### src/rtl/dma_cnt_pkg.sv
package dma_cnt_pkg;
    localparam int NUM_CH   = 4;
    localparam int DATA_W   = 16;
    localparam int CH_W     = $clog2(NUM_CH);

    typedef struct packed {
        logic autoinit;
        logic down;
    } chan_mode_t;

    localparam chan_mode_t MODE_RESET = '{autoinit: 1'b0, down: 1'b0};

    function automatic logic [DATA_W-1:0] addr_step(input logic [DATA_W-1:0] a,
                                                    input logic down);
        return down ? a - DATA_W'(1) : a + DATA_W'(1);
    endfunction
endpackage

### src/rtl/dma_chan_slot.sv
module dma_chan_slot
    import dma_cnt_pkg::*;
(
    input  logic              clk,
    input  logic              rst,
    input  logic              we_addr,
    input  logic              we_cnt,
    input  logic [DATA_W-1:0] wdata,
    input  logic              step,
    input  logic              reload,
    input  logic              down,
    output logic [DATA_W-1:0] cur_addr,
    output logic [DATA_W-1:0] cur_cnt,
    output logic              wrap
);
    logic [DATA_W-1:0] base_addr, base_cnt;
    logic              wr_any;

    assign wr_any = we_addr | we_cnt;
    assign wrap   = step & ~wr_any & (cur_cnt == '0);

    always_ff @(posedge clk) begin
        if (rst) begin
            base_addr <= '0;
            base_cnt  <= '0;
            cur_addr  <= '0;
            cur_cnt   <= '0;
        end else if (wr_any) begin
            if (we_addr) begin
                base_addr <= wdata;
                cur_addr  <= wdata;
            end
            if (we_cnt) begin
                base_cnt <= wdata;
                cur_cnt  <= wdata;
            end
        end else if (reload) begin
            cur_addr <= base_addr;
            cur_cnt  <= base_cnt;
        end else if (step) begin
            cur_addr <= addr_step(cur_addr, down);
            cur_cnt  <= cur_cnt - DATA_W'(1);
        end
    end

    assert_count_step_R3: assert property (@(posedge clk) disable iff (rst)
        (step && !reload && !wr_any) |=> cur_cnt == $past(cur_cnt) - DATA_W'(1));

    assert_reload_base_R5: assert property (@(posedge clk) disable iff (rst)
        (reload && !wr_any) |=> (cur_addr == $past(base_addr)) && (cur_cnt == $past(base_cnt)));

    assert_write_pair_R2: assert property (@(posedge clk) disable iff (rst)
        we_cnt |=> cur_cnt == $past(wdata));
endmodule

### src/rtl/dma_end_ctrl.sv
module dma_end_ctrl
    import dma_cnt_pkg::*;
(
    input  logic              clk,
    input  logic              rst,
    input  logic              xfer,
    input  logic [CH_W-1:0]   act_chan,
    input  logic [NUM_CH-1:0] wrap_vec,
    input  logic              eop_in_n,
    input  logic              m2m_en,
    input  logic [NUM_CH-1:0] autoinit_vec,
    input  logic              mask_we,
    input  logic [CH_W-1:0]   mask_chan,
    input  logic              mask_val,
    input  logic              status_rd,
    output logic [NUM_CH-1:0] reload_vec,
    output logic              tc_pulse,
    output logic [NUM_CH-1:0] status_q,
    output logic [NUM_CH-1:0] mask_q
);
    logic tc_int, end_evt, src_side;

    assign src_side = m2m_en && (act_chan == '0);
    assign tc_int   = xfer && wrap_vec[act_chan] && !src_side;
    assign end_evt  = tc_int || (xfer && !eop_in_n);

    always_comb begin
        reload_vec = '0;
        if (end_evt && autoinit_vec[act_chan])
            reload_vec[act_chan] = 1'b1;
    end

    always_ff @(posedge clk) begin
        if (rst) tc_pulse <= 1'b0;
        else     tc_pulse <= tc_int;
    end

    for (genvar i = 0; i < NUM_CH; i++) begin : g_bits
        logic hit;
        assign hit = end_evt && (act_chan == CH_W'(i));
        always_ff @(posedge clk) begin
            if (rst) begin
                status_q[i] <= 1'b0;
                mask_q[i]   <= 1'b1;
            end else begin
                if (hit)            status_q[i] <= 1'b1;
                else if (status_rd) status_q[i] <= 1'b0;
                if (hit && !autoinit_vec[i])                 mask_q[i] <= 1'b1;
                else if (mask_we && mask_chan == CH_W'(i))   mask_q[i] <= mask_val;
            end
        end
    end

    assert_pulse_after_xfer_R4: assert property (@(posedge clk) disable iff (rst)
        tc_pulse |-> $past(xfer));

    assert_end_masks_R6: assert property (@(posedge clk) disable iff (rst)
        (end_evt && !autoinit_vec[act_chan]) |=> mask_q[$past(act_chan)] && status_q[$past(act_chan)]);

    assert_autoinit_keeps_mask_R5: assert property (@(posedge clk) disable iff (rst)
        (end_evt && autoinit_vec[act_chan] && !mask_we) |=> $stable(mask_q));

    assert_read_clears_R9: assert property (@(posedge clk) disable iff (rst)
        (status_rd && !end_evt) |=> status_q == '0);
endmodule

### src/rtl/dma_chan_counter.sv
module dma_chan_counter
    import dma_cnt_pkg::*;
(
    input  logic              clk,
    input  logic              rst,
    input  logic              reg_we,
    input  logic [CH_W-1:0]   reg_chan,
    input  logic              reg_is_count,
    input  logic [DATA_W-1:0] reg_wdata,
    input  logic              mode_we,
    input  logic [CH_W-1:0]   mode_chan,
    input  logic              mode_autoinit,
    input  logic              mode_down,
    input  logic              m2m_en,
    input  logic              mask_we,
    input  logic [CH_W-1:0]   mask_chan,
    input  logic              mask_val,
    input  logic              status_rd,
    input  logic              xfer_done,
    input  logic [CH_W-1:0]   act_chan,
    input  logic              eop_in_n,
    output logic [DATA_W-1:0] cur_addr_o,
    output logic [DATA_W-1:0] cur_count_o,
    output logic              tc_pulse_o,
    output logic [NUM_CH-1:0] status_o,
    output logic [NUM_CH-1:0] mask_o
);
    chan_mode_t        mode_q   [NUM_CH];
    logic [DATA_W-1:0] addr_vec [NUM_CH];
    logic [DATA_W-1:0] cnt_vec  [NUM_CH];
    logic [NUM_CH-1:0] wrap_vec, reload_vec, autoinit_vec;
    logic              xfer_eff;

    assign xfer_eff = xfer_done && !(reg_we && reg_chan == act_chan);

    for (genvar i = 0; i < NUM_CH; i++) begin : g_ch
        logic sel_wr, sel_act;
        assign sel_wr  = reg_we && (reg_chan == CH_W'(i));
        assign sel_act = xfer_eff && (act_chan == CH_W'(i));
        assign autoinit_vec[i] = mode_q[i].autoinit;

        always_ff @(posedge clk) begin
            if (rst)                                      mode_q[i] <= MODE_RESET;
            else if (mode_we && mode_chan == CH_W'(i))    mode_q[i] <= '{autoinit: mode_autoinit, down: mode_down};
        end

        dma_chan_slot u_slot (
            .clk      (clk),
            .rst      (rst),
            .we_addr  (sel_wr && !reg_is_count),
            .we_cnt   (sel_wr && reg_is_count),
            .wdata    (reg_wdata),
            .step     (sel_act),
            .reload   (reload_vec[i]),
            .down     (mode_q[i].down),
            .cur_addr (addr_vec[i]),
            .cur_cnt  (cnt_vec[i]),
            .wrap     (wrap_vec[i])
        );
    end

    dma_end_ctrl u_end (
        .clk          (clk),
        .rst          (rst),
        .xfer         (xfer_eff),
        .act_chan     (act_chan),
        .wrap_vec     (wrap_vec),
        .eop_in_n     (eop_in_n),
        .m2m_en       (m2m_en),
        .autoinit_vec (autoinit_vec),
        .mask_we      (mask_we),
        .mask_chan    (mask_chan),
        .mask_val     (mask_val),
        .status_rd    (status_rd),
        .reload_vec   (reload_vec),
        .tc_pulse     (tc_pulse_o),
        .status_q     (status_o),
        .mask_q       (mask_o)
    );

    assign cur_addr_o  = addr_vec[act_chan];
    assign cur_count_o = cnt_vec[act_chan];

    assert_m2m_src_quiet_R8: assert property (@(posedge clk) disable iff (rst)
        (xfer_done && m2m_en && act_chan == '0) |=> !tc_pulse_o);

    assert_write_cancels_R11: assert property (@(posedge clk) disable iff (rst)
        (reg_we && xfer_done && reg_chan == act_chan) |=> !tc_pulse_o);
endmodule

### config.mk
export PLATFORM = sky130hd
export DESIGN_NAME = dma_chan_counter
export DESIGN_NICKNAME = d
export VERILOG_FILES = /design/src/rtl/dma_cnt_pkg.sv /design/src/rtl/dma_chan_slot.sv /design/src/rtl/dma_end_ctrl.sv /design/src/rtl/dma_chan_counter.sv
export SDC_FILE = /design/constraint.sdc
export NUM_CORES = 1
export LEC_CHECK = 0
export CAP_MARGIN = 10
export CORE_UTILIZATION = 55
export CTS_BUF_LIST = sky130_fd_sc_hd__clkbuf_4
export DETAILED_ROUTE_END_ITERATION = 16
export PLACE_DENSITY_LB_ADDON = 0.08
export SLEW_MARGIN = 30
export SYNTH_ARGS = -nofsm -noshare
export SYNTH_HDL_FRONTEND = slang
export SYNTH_SLANG_ARGS = --single-unit
### constraint.sdc
create_clock -name clk -period 3.7 [get_ports clk]
set_input_delay 1.11 -clock clk [delete_from_list [all_inputs] [get_ports clk]]
set_output_delay 1.11 -clock clk [all_outputs]
set_load 0.005 [all_outputs]
==> key figures <==
Logic synthesis
  – Syn Nets: 2,188
  – Syn_area_per_cell: 7.830 um2
  – Post-synth EDFFs: 8
  – Seq/Total Area, Yosys: 34.00%
  – Dominant cell type by area after synthesis: dfxtp_1
  – Yosys reg bits: 273
  – Post-Syn Area: 0.01631 mm2
  – YS warnings: 0
  – Synth Flop Type: dfxtp_1
  – Count leader, synth: nand2_1
  – Share of the synthesized area in the top cell type: 32.53%
  – Cells after Synth: 2,083
  – Synth area leaders: dfxtp_1 (33%), nand2_1 (9.8%), a21oi_1 (7.5%)
  – Most frequent cells after synthesis: nand2_1 (425), dfxtp_1 (265), a21oi_1 (244)
  – Count of cell types in the netlist: 83
  – Share of async-settable or async-resettable flops after synthesis: 0%

Hold path
  – Worst Hold Class: register to register

Floorplan
  – CORE AREA: 0.02894 mm2
  – Row cnt: 62
  – Ports: roughly 80
  – Starting density of the core: 56.37%
  – Full die area: 0.03035 mm2
  – Die height: 174.2 um
  – Die W: 174.2 um

Pwr
  – Lkg Pwr: roughly 7.4 nW
  – Sequential share of power: approximately 40%
  – Clock network power share: around a third
  – Comb power frac: 24.5%
  – Switching power: 2.653 mW
  – Worst vdd ir: 0.2518 mV
  – Sw frac: 32.65%
  – Final Total Pwr: about 8.1 mW
  – P_int: 5.473 mW
  – Power per Cell Area: 423.1 mW/mm2

Worst setup path
  – Critical Path RT: 2590 ps
  – CP Capture Type: output pin
  – Critical Path Source Type: input port
  – Setup Crit Path Kind: input port to output pin
  – Crit Path Max Fanout: 5
  – Critical Path AT: between 2000 and 3000 ps

Place
  – GP Congestion: a little under 1
  – Post-DP HPWL: 41.27 mm
  – Port buffer count: just under 80
  – DP Cell Count: 2,539
  – Post-DP Area: about 0.018 mm2

Cells and area
  – Finished Cell Area: between 0.015 and 0.02 mm2
  – Area delta synth->final: 17.76%
  – Utilization after layout: 66.38%
  – Non-Filler Instances: 2,674
  – Nets: 2,340
  – Ratio of cells with drive above 1 in the final layout: 14.37%
  – Layout fillers: 2,510

Routing
  – Vias: 16,610
  – DRC viols: 0
  – Pre-antenna DRT Iters: 6
  – Starting DRT DRC Count: 1,588
  – Routed WL: 57.59 mm
  – WL per Instance: around 22 um
  – Post-route ant nets: 0
  – Via density per instance: 6.210

Clock network
  – Root buffer cell: clkbuf_4
  – TritonCTS Buffers: a little under 80
  – # clock sinks: 273
  – CTS resizes: 0
  – Worst skew pair latency: between 700 and 800 ps
  – Clock slew at reported path FFs: 60 ps
  – CTS Hold Bufs: 0
  – CTS tree: yes
  – H-tree levels: 3
  – Postcts setup bufs: 0
  – Worst-case clock buffer depth: 3

STA
  – Hold slack: 449.9 ps
  – Layout Skew: 48.00 ps
  – Slew Viols, Final: 0
  – Worst Tran Pin Value: 904.2 ps
  – Rel. slew slack: 39.53%
  – Max frequency: roughly 270 MHz
  – Endpoints failing hold: 0
  – Min Tclk post-route: 3660 ps
  – Final period util: ~99%
  – Unrepaired setup endpoints after global routing: no
  – # setup viols final: 0

GRT
  – First-pass GRT wire length: 88.12 mm
  – Largest net degree at the start of global routing: 97
  – Total GRT Usage: a little under two fifths
  – Vias in the first global route: 15,650
  – Remaining Overflow, GRT: 0
  – Initial antenna violation count: 1

Run
  – Max Cap Viol: 0

Status
  – Outcome: finished, final reports clean
## worst paths after layout
kind | end | slack (ps) | cells after the start | start
hold reg to reg | g_ch[3].u_slot.base_addr[9] | 450 | 2 | g_ch[3].u_slot.base_addr[9]
setup / recovery | cur_addr_o[15] | 40 | 4 | act_chan[0]
setup reg to reg | g_ch[1].u_slot.cur_addr[14] | 470 | 11 | mode_q[1][0]
hold / removal | g_ch[3].u_slot.base_addr[9] | 450 | 2 | g_ch[3].u_slot.base_addr[9]
## critical path, cell delays in order
cell	delay (ps)
buf_2	230
buf_12	160
mux4_2	540
clkdlybuf4s50_1	500
## cell usage in the layout (no fill, tap or decap), types with 20 or more instances in the layout
| cell | n |
|---|---|
| xor2_1 | 40 |
| a22o_1 | 20 |
| a311oi_1 | 47 |
| o211ai_1 | 44 |
| a21oi_1 | 244 |
| a211oi_1 | 45 |
| clkdlybuf4s50_1 | 74 |
| nand3_1 | 30 |
| xnor2_1 | 58 |
| clkbuf_4 | 115 |
| nor3_1 | 72 |
| buf_4 | 125 |
| mux4_2 | 32 |
| ha_1 | 64 |
| dfxtp_1 | 265 |
| o21ai_0 | 62 |
| nor2_1 | 192 |
| inv_1 | 31 |
| nand2_1 | 425 |
## per-layer routing
metal	up-vias	share of wire (%)	global-route usage [%]	wire length [um]
met4	0	5.2	20.65	3006
met3	172	9.1	8.399	5249
li1	7797	-	-	-
met5	-	0	0	0
met2	725	45	57.84	25700
met1	7912	41	49.25	23630
## state kept, by name, indices dropped and copies added, names as in the netlist
signal and count:
g_ch.u_slot.cur_addr 64, u_end.mask_q 4, g_ch.u_slot.base_addr 64, u_end.status_q 4, g_ch.u_slot.cur_cnt 64, g_ch.u_slot.base_cnt 64
mode_q 8, u_end.tc_pulse 1
## kinds of logic (layout without fill, tap and decap cells)
logic type      Yosys count  in the layout  synth area share [%]
simple gates            833            833                 22.19
other cells               0              1                     0
fa+ha+maj                68             68                 5.401
xor+xnor                 98             98                 5.263
flops                   273            273                 34.00
compound gates          578            578                 22.92
mux                      54             54                 5.800
buf+inv                 179            385                 4.434
## per-stage QoR
step	TNS [ps]	setup WS, ps
finish	0	39.97
global route	0	16.59
CTS	0	49.70
detailed placement	-12960	-302.5
global placement	-5517	-181.4
floorplan	0	22.77
## power groups by stage
stage | combinational (mW) | sequential (mW) | clock, mW
floorplan | 1.37 | 3.27 | 0
global placement | 1.92 | 3.37 | 0
detailed placement | 1.96 | 3.37 | 0
CTS | 1.97 | 3.30 | 2.85
global route | 2.18 | 3.33 | 3.02
finish | 1.99 | 3.32 | 2.82
## layout make-up
type / instances / area, um2 / area share [%]
repair buffers: 219 / 2043 / 10.64
diodes: 1 / 2.502 / 0.01303
well taps: 384 / 480.5 / 2.502
clock inverters: 19 / 97.59 / 0.5081
inverters: 32 / 120.1 / 0.6254
clock buffers: 115 / 863.3 / 4.495
flip-flops and latches: 273 / 5545 / 28.87
multi-input cells: 1631 / 10050 / 52.35
Note: power is estimated with default switching activity, not from simulation.
